$ cat config.mk
export PLATFORM = sky130hd
export DESIGN_NAME = virq_signal
export DESIGN_NICKNAME = d
export VERILOG_FILES = /design/src/rtl/vsig_pkg.sv /design/src/rtl/vsig_eligible.sv /design/src/rtl/vsig_route.sv /design/src/rtl/vsig_lines.sv /design/src/rtl/vsig_idsel.sv /design/src/rtl/virq_signal.sv
export SDC_FILE = /design/constraint.sdc
export NUM_CORES = 1
export LEC_CHECK = 0
export BUFFER_PORTS_ARGS = -buffer_cell sky130_fd_sc_hd__buf_2
export CAP_MARGIN = 20
export CORE_MARGIN = 2
export CORE_UTILIZATION = 37
export CTS_BUF_LIST = sky130_fd_sc_hd__clkbuf_4 sky130_fd_sc_hd__clkbuf_8 sky130_fd_sc_hd__clkbuf_16
export CTS_CLUSTER_SIZE = 20
export DETAILED_ROUTE_END_ITERATION = 10
export PLACE_DENSITY_LB_ADDON = 0.15
export SLEW_MARGIN = 5
export SYNTH_ARGS = -nofsm -noshare
export SYNTH_HDL_FRONTEND = slang
export SYNTH_HIERARCHICAL = 1
export SYNTH_SLANG_ARGS = --single-unit
$ cat constraint.sdc
create_clock -name clk -period 0.8 [get_ports clk]
set_clock_uncertainty 0.15 [all_clocks]
set_input_delay 0.04 -clock clk [delete_from_list [all_inputs] [get_ports clk]]
set_output_delay 0.04 -clock clk [all_outputs]
set_load 0.02 [all_outputs]
$ cat src/rtl/vsig_pkg.sv
package vsig_pkg;
   typedef enum logic [1:0] {
      LINE_NONE = 2'd0,
      LINE_IRQ  = 2'd1,
      LINE_FIQ  = 2'd2
   } line_e;
endpackage

$ cat src/rtl/vsig_eligible.sv
module vsig_eligible #(
   parameter int PRIO_W = 8
) (
   input  logic              valid_i,
   input  logic              grp_i,
   input  logic [PRIO_W-1:0] prio_i,
   input  logic [PRIO_W-1:0] mask_i,
   input  logic              g0_en_i,
   input  logic              g1_en_i,
   output logic              ok_o
);
   logic beats_mask;
   logic grp_on;

   always_comb begin
      beats_mask = (prio_i < mask_i);
      grp_on     = grp_i ? g1_en_i : g0_en_i;
      ok_o       = valid_i && beats_mask && grp_on;
   end
endmodule

$ cat src/rtl/vsig_route.sv
module vsig_route
   import vsig_pkg::*;
(
   input  logic  ok_i,
   input  logic  grp_i,
   input  logic  fiq_route_i,
   output line_e line_o
);
   always_comb begin
      if (!ok_i)
         line_o = LINE_NONE;
      else if (!grp_i && fiq_route_i)
         line_o = LINE_FIQ;
      else
         line_o = LINE_IRQ;
   end
endmodule

$ cat src/rtl/vsig_lines.sv
module vsig_lines
   import vsig_pkg::*;
#(
   parameter bit REG_OUT = 1'b1
) (
   input  logic  clk,
   input  logic  rst_n,
   input  line_e line_i,
   output logic  irq_o,
   output logic  fiq_o
);
   logic irq_d;
   logic fiq_d;

   always_comb begin
      irq_d = (line_i == LINE_IRQ);
      fiq_d = (line_i == LINE_FIQ);
   end

   if (REG_OUT) begin : g_reg
      always_ff @(posedge clk or negedge rst_n) begin
         if (!rst_n) begin
            irq_o <= 1'b0;
            fiq_o <= 1'b0;
         end else begin
            irq_o <= irq_d;
            fiq_o <= fiq_d;
         end
      end
   end else begin : g_comb
      always_comb begin
         irq_o = irq_d;
         fiq_o = fiq_d;
      end
   end


   lines_exclusive_chk: assert property (@(posedge clk) disable iff (!rst_n)
      $countones({irq_o, fiq_o}) <= 1);
endmodule

$ cat src/rtl/vsig_idsel.sv
module vsig_idsel #(
   parameter int ID_W = 10
) (
   input  logic            clk,
   input  logic            rst_n,
   input  logic            req_i,
   input  logic            ok_i,
   input  logic            grp_i,
   input  logic            legacy_ack_i,
   input  logic [ID_W-1:0] id_i,
   output logic            valid_o,
   output logic [ID_W-1:0] id_o
);
   localparam logic [ID_W-1:0] ID_SPURIOUS = {ID_W{1'b1}};
   localparam logic [ID_W-1:0] ID_HIDDEN_G1 = {{(ID_W-1){1'b1}}, 1'b0};

   logic [ID_W-1:0] id_d;

   always_comb begin
      if (!ok_i)
         id_d = ID_SPURIOUS;
      else if (grp_i && !legacy_ack_i)
         id_d = ID_HIDDEN_G1;
      else
         id_d = id_i;
   end

   always_ff @(posedge clk or negedge rst_n) begin
      if (!rst_n) begin
         valid_o <= 1'b0;
         id_o    <= ID_SPURIOUS;
      end else begin
         valid_o <= req_i;
         if (req_i)
            id_o <= id_d;
      end
   end


   rd_follows_req_chk: assert property (@(posedge clk) disable iff (!rst_n)
      valid_o |-> $past(req_i));

   spurious_when_blocked_chk: assert property (@(posedge clk) disable iff (!rst_n)
      (valid_o && !$past(ok_i)) |-> (id_o == ID_SPURIOUS));
endmodule

$ cat src/rtl/virq_signal.sv
module virq_signal
   import vsig_pkg::*;
#(
   parameter int ID_W    = 10,
   parameter int PRIO_W  = 8,
   parameter bit REG_OUT = 1'b1
) (
   input  logic              clk,
   input  logic              rst_n,
   input  logic [PRIO_W-1:0] prio_mask_i,
   input  logic              grp0_en_i,
   input  logic              grp1_en_i,
   input  logic              fiq_route_i,
   input  logic              legacy_ack_i,
   input  logic              cand_valid_i,
   input  logic [ID_W-1:0]   cand_id_i,
   input  logic              cand_grp_i,
   input  logic [PRIO_W-1:0] cand_prio_i,
   input  logic              ack_req_i,
   input  logic              peek_req_i,
   output logic              virq_o,
   output logic              vfiq_o,
   output logic              rd_valid_o,
   output logic [ID_W-1:0]   rd_id_o
);
   localparam logic [ID_W-1:0] ID_HIDDEN_G1 = {{(ID_W-1){1'b1}}, 1'b0};

   if (ID_W < 2) begin : g_bad_id_w
      $error("virq_signal: ID_W must be at least 2");
   end
   if (PRIO_W < 1) begin : g_bad_prio_w
      $error("virq_signal: PRIO_W must be at least 1");
   end

   logic  ok;
   line_e line_sel;
   logic  rd_req;

   always_comb rd_req = ack_req_i | peek_req_i;

   vsig_eligible #(.PRIO_W(PRIO_W)) u_elig (
      .valid_i (cand_valid_i),
      .grp_i   (cand_grp_i),
      .prio_i  (cand_prio_i),
      .mask_i  (prio_mask_i),
      .g0_en_i (grp0_en_i),
      .g1_en_i (grp1_en_i),
      .ok_o    (ok)
   );

   vsig_route u_route (
      .ok_i        (ok),
      .grp_i       (cand_grp_i),
      .fiq_route_i (fiq_route_i),
      .line_o      (line_sel)
   );

   vsig_lines #(.REG_OUT(REG_OUT)) u_lines (
      .clk    (clk),
      .rst_n  (rst_n),
      .line_i (line_sel),
      .irq_o  (virq_o),
      .fiq_o  (vfiq_o)
   );

   vsig_idsel #(.ID_W(ID_W)) u_idsel (
      .clk          (clk),
      .rst_n        (rst_n),
      .req_i        (rd_req),
      .ok_i         (ok),
      .grp_i        (cand_grp_i),
      .legacy_ack_i (legacy_ack_i),
      .id_i         (cand_id_i),
      .valid_o      (rd_valid_o),
      .id_o         (rd_id_o)
   );

   if (REG_OUT) begin : g_line_chk

      mask_strict_chk: assert property (@(posedge clk) disable iff (!rst_n)
         (virq_o || vfiq_o) |-> $past(cand_valid_i && (cand_prio_i < prio_mask_i)));

      fiq_needs_grp0_chk: assert property (@(posedge clk) disable iff (!rst_n)
         vfiq_o |-> $past(!cand_grp_i && fiq_route_i && grp0_en_i));

      grp1_never_fiq_chk: assert property (@(posedge clk) disable iff (!rst_n)
         $past(cand_grp_i) |-> !vfiq_o);
   end


   hidden_g1_id_chk: assert property (@(posedge clk) disable iff (!rst_n)
      (rd_valid_o && $past(ok && cand_grp_i && !legacy_ack_i)) |-> (rd_id_o == ID_HIDDEN_G1));
endmodule

==> results of run 1 <==
-- flip-flops by register name (all words and copies together) (netlist names) --
signal           cells
u_idsel/id_o        10
u_idsel/valid_o      1
u_lines/fiq_o        1
u_lines/irq_o        1
-- critical path, cell delays in order --
cell,delay [ns]
buf_8,0.08
inv_8,0.03
ha_4,0.14
or3b_1,0.36
o2111ai_1,0.10
a31oi_1,0.11
a2111oi_2,0.30
a21boi_2,0.23
and2b_2,0.22
-- synth_stat cells, drive strengths merged --
library cell,instances
a2111oi,1
a211oi,1
a21boi,1
a31oi,11
and2,1
and2b,1
and3,1
buf,3
dfrtp,3
dfstp,10
ha,7
inv,17
mux2i,1
nand2,2
nand2b,2
nor2,10
nor2b,1
o2111ai,1
o211ai,1
o21a,1
or2,1
or3b,1
-- layout make-up --
type,count,area (um^2)
Clock buffer,4,30.0
Fill cell,165,621
Inverter,17,71.3
Multi-Input combinational cell,46,370
Sequential cell,13,338
Tap cell,27,33.8
Timing Repair Buffer,62,478
-- worst max path at each step --
| stage | start | end | slack, ns |
|---|---|---|---|
| after floorplan | prio_mask_i[1] | u_lines/fiq_o | -0.94 |
| after global routing | prio_mask_i[1] | u_lines/fiq_o | -0.85 |
| after CTS | prio_mask_i[1] | u_lines/fiq_o | -0.79 |
| final | prio_mask_i[1] | u_lines/fiq_o | -0.79 |
| after global placement | prio_mask_i[1] | u_lines/fiq_o | -1.10 |
| after detailed placement | prio_mask_i[1] | u_lines/fiq_o | -1.14 |
-- power by group --
group | internal, uW | switching, uW
registers | 705 | 18.6
clock network | 227 | 195
logic | 254 | 199
total | 1190 | 412
-- per-stage QoR --
step	total power, uW	TNS (ns)
floorplan	913	-10.05
global placement	1070	-13.34
detailed placement	1080	-13.67
CTS	1610	-12.44
global route	1700	-13.43
finish	1600	-12.47
-- cells by family (layout without fill, tap and decap cells) --
logic type | count (synthesis) | in the layout
simple gates | 20 | 21
buf+inv | 20 | 83
compound gates | 17 | 17
flops | 13 | 13
fa+ha+maj | 7 | 7
mux | 1 | 1
-- what timing repair did --
action                                 in CTS  in global routing
endpoints found under the hold margin      25                  3
setup endpoints to repair                  25                 25
resized for setup                          31                  1
gates cloned                                1                  0
pin swaps                                   2                  1
setup buffers                               1                  1
-- per-layer routing --
layer	GRT usage, %	share of wire [%]	wire length, um	vias to the layer above
met5	0	0	0	-
met1	18.1	38	732	333
met3	3.07	6.3	122	2
li1	-	-	-	392
met2	30.6	55	1060	33
met4	8.57	1.3	25	0
==> impl_metrics.sql, run 1 <==
INSERT INTO impl_metrics (metric_group, metric, value, unit) VALUES
('run_status', 'outcome', 'complete, but fails checks', ''),
('run_status', 'violations', 'hold timing, setup timing', ''),
('pwr', 'p_leak', '0.000678', 'uW'),
('finish', 'final_cells', '169', ''),
('die', 'die_h', '49.1', 'um'),
('clock_tree', 'path_clk_slew', '0.07', 'ns'),
('min_path', 'whs_path_depth', '3', ''),
('placement', 'portBuffers', '48', ''),
('finish', 'syn_to_final_growth', '75.4', '%'),
('sta', 'finalHoldViolCount', '4', ''),
('die', 'io_pins', '49', ''),
('finish', 'stdcell_area', '0.00132', 'mm^2'),
('synthesis', 'combinational_family_with_the_most_area_after_synthesis', 'compound AO/OA/AOI/OAI gates', ''),
('clock_tree', 'h_tree_level_count', '1', ''),
('die', 'design.die.area', '0.00241', 'mm^2'),
('finish', 'final_core_utilization', '68.0', '%'),
('synthesis', 'yosysWarnings', '6', ''),
('min_path', 'hold-path-endpoint', 'u_idsel/id_o[0]', ''),
('global_route', 'grt_usage', '16.7', '%'),
('sta', 'timing.fmax', '627', 'MHz'),
('setup_path', 'arrival', '1.60', 'ns'),
('synthesis', 'ys_types', '24', ''),
('setup_path', 'r2r.worst_path.cells', '3', ''),
('setup_path', 'crit-reg2reg-launch', 'u_idsel/id_o[3]', ''),
('clock_tree', 'ctsLongestPathBuffers', '2', ''),
('min_path', 'hold_class', 'primary input to flop', ''),
('sta', 'layout_worst_path_cycle_share', '199', '%'),
('synthesis', 'synth_compound_gate_area_share', '16.3', '%'),
('global_route', 'antenna_violations_before_repair', '0', ''),
('synthesis', 'synthesis.instances', '78', ''),
('finish', 'nNetsFinal', '186', ''),
('synthesis', 'synth_fp_nets', '121', ''),
('clock_tree', 'clock-root-buffer', 'clkbuf_4', ''),
('clock_tree', 'cts-buffers-inserted', '3', ''),
('clock_tree', 'clock_sink_count', '13', ''),
('global_route', 'grt-ovfl-total', '0', ''),
('sta', 'worst_slew_margin_rel', '75.6', '%'),
('detailed_routing', 'avgViaCountPerCell', '4.50', ''),
('synthesis', 'post_synth_mux_area_share', '1.33', '%'),
('finish', 'antenna_cells', '0', ''),
('synthesis', 'synth_largest_type_area_fraction', '34.9', '%'),
('setup_path', 'critPathKind', 'primary input to flop', ''),
('detailed_routing', 'detailedRoute.firstPassIterationCount', '4', ''),
('sta', 'fin_worst_hold_slack', '-0.152', 'ns'),
('synthesis', 'synth_xor_area_share', '0', '%'),
('min_path', 'hold_startpoint', 'cand_id_i[0]', ''),
('detailed_routing', 'num_vias', '760', ''),
('die', 'start_util', '38.8', '%'),
('synthesis', 'ys_seq_area_share', '44.9', '%'),
('sta', 'worst-slew-pin-transition', '0.365', 'ns'),
('sta', 'setup-violations-final', '25', ''),
('detailed_routing', 'dr.first_iter.drc_count', '5', ''),
('setup_path', 'critPathRequiredTime', '0.81', 'ns'),
('placement', 'dp_cells', '153', ''),
('pwr', 'vdd_ir_drop_max', '0.000551', 'V'),
('global_route', 'first_global_vias', '714', ''),
('setup_path', 'critPathCaptureType', 'flop', ''),
('sta', 'fin_ws', '-0.794', 'ns'),
('synthesis', 'synth_largest_area_cell', 'dfstp_2', ''),
('job', 'cap_violations', '0', ''),
('setup_path', 'critical_register_to_register_path_endpoint', 'u_idsel/id_o[3]', ''),
('synthesis', 'avgSynthCellArea', '9.66', 'um^2'),
('die', 'die_width', '49.1', 'um'),
('placement', 'place.gp.congestion', '0.619', ''),
('synthesis', 'post_synthesis_adder_cell_area_fraction', '11.6', '%'),
('detailed_routing', 'post-route-drc-count', '0', ''),
('clock_tree', 'tritoncts_clock_tree', 'built', ''),
('sta', 'maxSlewViolCount', '0', ''),
('global_route', 'global_route_wire_length_before_repair', '3.03', 'mm'),
('finish', 'most-common-layout-cells', 'buf_2 (33), inv_1 (16), buf_6 (14)', ''),
('setup_path', 'worst-path-max-fanout', '3', '');
No activity file was read; power rests on OpenSTA's default activity.
==> run 2: changes to the inputs <==
--- a/config.mk
+++ b/config.mk
@@ -13,4 +13,5 @@
 export CTS_CLUSTER_SIZE = 20
 export DETAILED_ROUTE_END_ITERATION = 10
+export HOLD_SLACK_MARGIN = 0.1
 export PLACE_DENSITY_LB_ADDON = 0.15
 export SLEW_MARGIN = 5
==> constraint.sdc (replaced) <==
create_clock -name clk -period 0.8 [get_ports clk]
set_clock_uncertainty 0.15 [all_clocks]
set_input_delay 0.12 -clock clk [delete_from_list [all_inputs] [get_ports clk]]
set_output_delay 0.12 -clock clk [all_outputs]
set_load 0.02 [all_outputs]
==> run 2 against run 1 <==
Against the previous run: the run still ends with hold timing, setup timing left; register-to-register slack is essentially flat; die area is the same; critical path depth grew 1; worst hold slack gained 0.063 ns; sequential cell count is the same; routed wire length shrank 7.9%; sequential power is essentially flat; global-route usage shrank 1.2 points; non-clock buffer count shrank 9; combinational power shrank 6.2%; critical endpoint is now u_idsel/id_o[2]; largest power group unchanged.
==> impl_metrics.sql, run 2 (synthesis gave the netlist of run 1 again) <==
INSERT INTO impl_metrics (metric_group, metric, value, unit) VALUES
('die', 'die_h', '49.1', 'um'),
('run_status', 'violations', 'hold timing, setup timing', ''),
('clock_tree', 'tritoncts_clock_tree', 'built', ''),
('detailed_routing', 'post-route-drc-count', '0', ''),
('global_route', 'grt_start_max_net_pins', '22', ''),
('finish', 'final_cells', '160', ''),
('sta', 'timing.fmax', '598', 'MHz'),
('finish', 'post_route_cells_drive_above_1_share', '57.1', '%'),
('global_route', 'grt_usage', '15.5', '%'),
('job', 'cap_violations', '0', ''),
('pwr', 'seq_power_share', '45.9', '%'),
('die', 'core', '0.00194', 'mm^2'),
('setup_path', 'critPathRequiredTime', '0.84', 'ns'),
('die', 'num_rows', '16', ''),
('pwr', 'p_leak', '0.000642', 'uW'),
('clock_tree', 'clk-insertion-delay-late', '0.26', 'ns'),
('placement', 'pre_cts_ws', '-1.22', 'ns'),
('detailed_routing', 'drt_wl_total', '1.78', 'mm'),
('pwr', 'power.share.switching', '26.3', '%'),
('sta', 'worst_slew_margin_rel', '75.8', '%'),
('detailed_routing', 'detailedRoute.firstPassIterationCount', '2', ''),
('finish', 'multi_input_area', '385', 'um^2'),
('sta', 'timing.final.crit_period', '1.67', 'ns'),
('finish', 'antenna_cells', '0', ''),
('pwr', 'total_power', '1570', 'uW'),
('detailed_routing', 'route.detailed.wl_per_inst', '11.2', 'um'),
('die', 'die_width', '49.1', 'um'),
('clock_tree', 'cts-buffers-inserted', '3', ''),
('finish', 'most-common-layout-cells', 'buf_2 (33), inv_1 (16), buf_6 (14), nor2_1 (10), dfstp_2 (10)', ''),
('sta', 'timing.setup.tns', '-14.55', 'ns'),
('die', 'design.die.area', '0.00241', 'mm^2'),
('clock_tree', 'clock-root-buffer', 'clkbuf_4', ''),
('sta', 'worst-slew-pin-transition', '0.363', 'ns'),
('clock_tree', 'clock_sink_count', '13', ''),
('pwr', 'vdd_ir_drop_max', '0.000721', 'V'),
('sta', 'layout_worst_path_cycle_share', '209', '%'),
('run_status', 'outcome', 'complete, but fails checks', ''),
('sta', 'maxSlewViolCount', '0', ''),
('sta', 'finalHoldViolCount', '10', ''),
('finish', 'max_flop_register', 'u_idsel/id_o', ''),
('setup_path', 'arrival', '1.71', 'ns'),
('detailed_routing', 'dr.first_iter.drc_count', '4', ''),
('placement', 'place.gp.congestion', '0.619', ''),
('pwr', 'power.share.combinational', '27.1', '%'),
('clock_tree', 'h_tree_level_count', '1', ''),
('detailed_routing', 'num_vias', '724', ''),
('die', 'io_pins', '49', ''),
('detailed_routing', 'avgViaCountPerCell', '4.53', ''),
('sta', 'fin_worst_hold_slack', '-0.0898', 'ns'),
('global_route', 'grt-ovfl-total', '0', ''),
('sta', 'grt_setup_unrepaired', 'yes', ''),
('pwr', 'power.internal', '1160', 'uW'),
('min_path', 'hold_class', 'primary input to flop', ''),
('placement', 'dp_hpwl', '1.26', 'mm'),
('finish', 'num-fill-cells', '177', ''),
('setup_path', 'critPathCaptureType', 'flop', ''),
('finish', 'mostFrequentLayoutCell', 'buf_2', ''),
('clock_tree', 'path_clk_slew', '0.08', 'ns'),
('pwr', 'power_per_cell_area', '1260', 'mW/mm^2'),
('clock_tree', 'cts_hold_repair.buffers', '1', ''),
('finish', 'regArea', '338', 'um^2'),
('global_route', 'global_route_wire_length_before_repair', '2.80', 'mm'),
('placement', 'dp_cells', '153', ''),
('finish', 'syn_to_final_growth', '65.8', '%'),
('sta', 'fin_ws', '-0.873', 'ns'),
('detailed_routing', 'ant_nets', '0', ''),
('setup_path', 'worst-path-max-fanout', '5', ''),
('finish', 'largest_register_ff_count', '10', ''),
('sta', 'setup-violations-final', '25', ''),
('pwr', 'clock_power_share', '27.0', '%'),
('pwr', 'switching_power', '415', 'uW'),
('global_route', 'first_global_vias', '672', ''),
('setup_path', 'setup.worst_path.start_class', 'primary input', ''),
('global_route', 'antenna_violations_before_repair', '0', ''),
('finish', 'nNetsFinal', '177', ''),
('die', 'start_util', '38.8', '%'),
('clock_tree', 'ctsLongestPathBuffers', '2', ''),
('placement', 'portBuffers', '48', ''),
('setup_path', 'critPathKind', 'primary input to flop', '');
==> run 2: what timing repair did <==
item                                    4_1_cts  5_1_grt
setup buffers                                 1        0
gates cloned                                  1        0
endpoints found under the hold margin        26       12
endpoints found under the setup margin       25       25
pin swaps                                     2        1
gates resized for setup                      31        3
==> run 2: worst paths after layout <==
| kind | from | to | slack, ns | cells past startpoint |
|---|---|---|---|---|
| setup / recovery | prio_mask_i[1] | u_idsel/id_o[2] | -0.87 | 10 |
| hold / removal | cand_id_i[6] | u_idsel/id_o[6] | -0.09 | 3 |
| setup reg to reg | u_idsel/id_o[9] | u_idsel/id_o[9] | -0.26 | 3 |
| hold reg to reg | u_idsel/id_o[2] | u_idsel/id_o[2] | 0.35 | 2 |
| max in group asynchronous | rst_n | u_idsel/id_o[5] | 0.11 | 2 |
| min in group asynchronous | rst_n | u_idsel/valid_o | 0.11 | 2 |
==> run 2: power by group through the flow <==
stage | sequential (uW) | combinational [uW] | clock (uW)
3_5_place_dp | 726 | 356 | 0
2_1_floorplan | 767 | 145 | 0
6_report | 723 | 426 | 426
4_1_cts | 722 | 416 | 440
3_3_place_gp | 726 | 349 | 0
5_1_grt | 728 | 465 | 488
==> run 2: layout make-up <==
type / instances / area share [%]
clock buffers: 4 / 2.40
repair buffers: 53 / 31.3
well taps: 27 / 2.71
flip-flops and latches: 13 / 27.1
inverters: 17 / 5.71
multi-input cells: 46 / 30.9
==> run 2: worst max-delay path, cell delays in order <==
cell and delay (ns):
buf_8 0.08, inv_8 0.03, ha_4 0.14, or3b_1 0.36, o2111ai_1 0.10, a31oi_1 0.11, a2111oi_2 0.29, buf_4 0.19
and2_4 0.19, a31oi_1 0.09
==> run 2: per-stage QoR <==
| step | hold WS (ns) | cell area (um^2) | utilization (%) |
|---|---|---|---|
| final | -0.0898 | 1250 | 64.3 |
| after global routing | -0.112 | 1250 | 64.3 |
| after CTS | -0.0964 | 1220 | 62.8 |
| after detailed placement | -0.132 | 1060 | 54.8 |
| after global placement | -0.136 | 1060 | 54.8 |
| after floorplan | -0.326 | 777 | - |
==> run 2: routing by layer <==
metal	GRT usage, %	up-vias	routed length, um
li1	-	371	-
met1	17.0	320	686
met2	27.7	31	965
met3	3.07	2	108
met4	8.57	0	25
met5	0	-	0
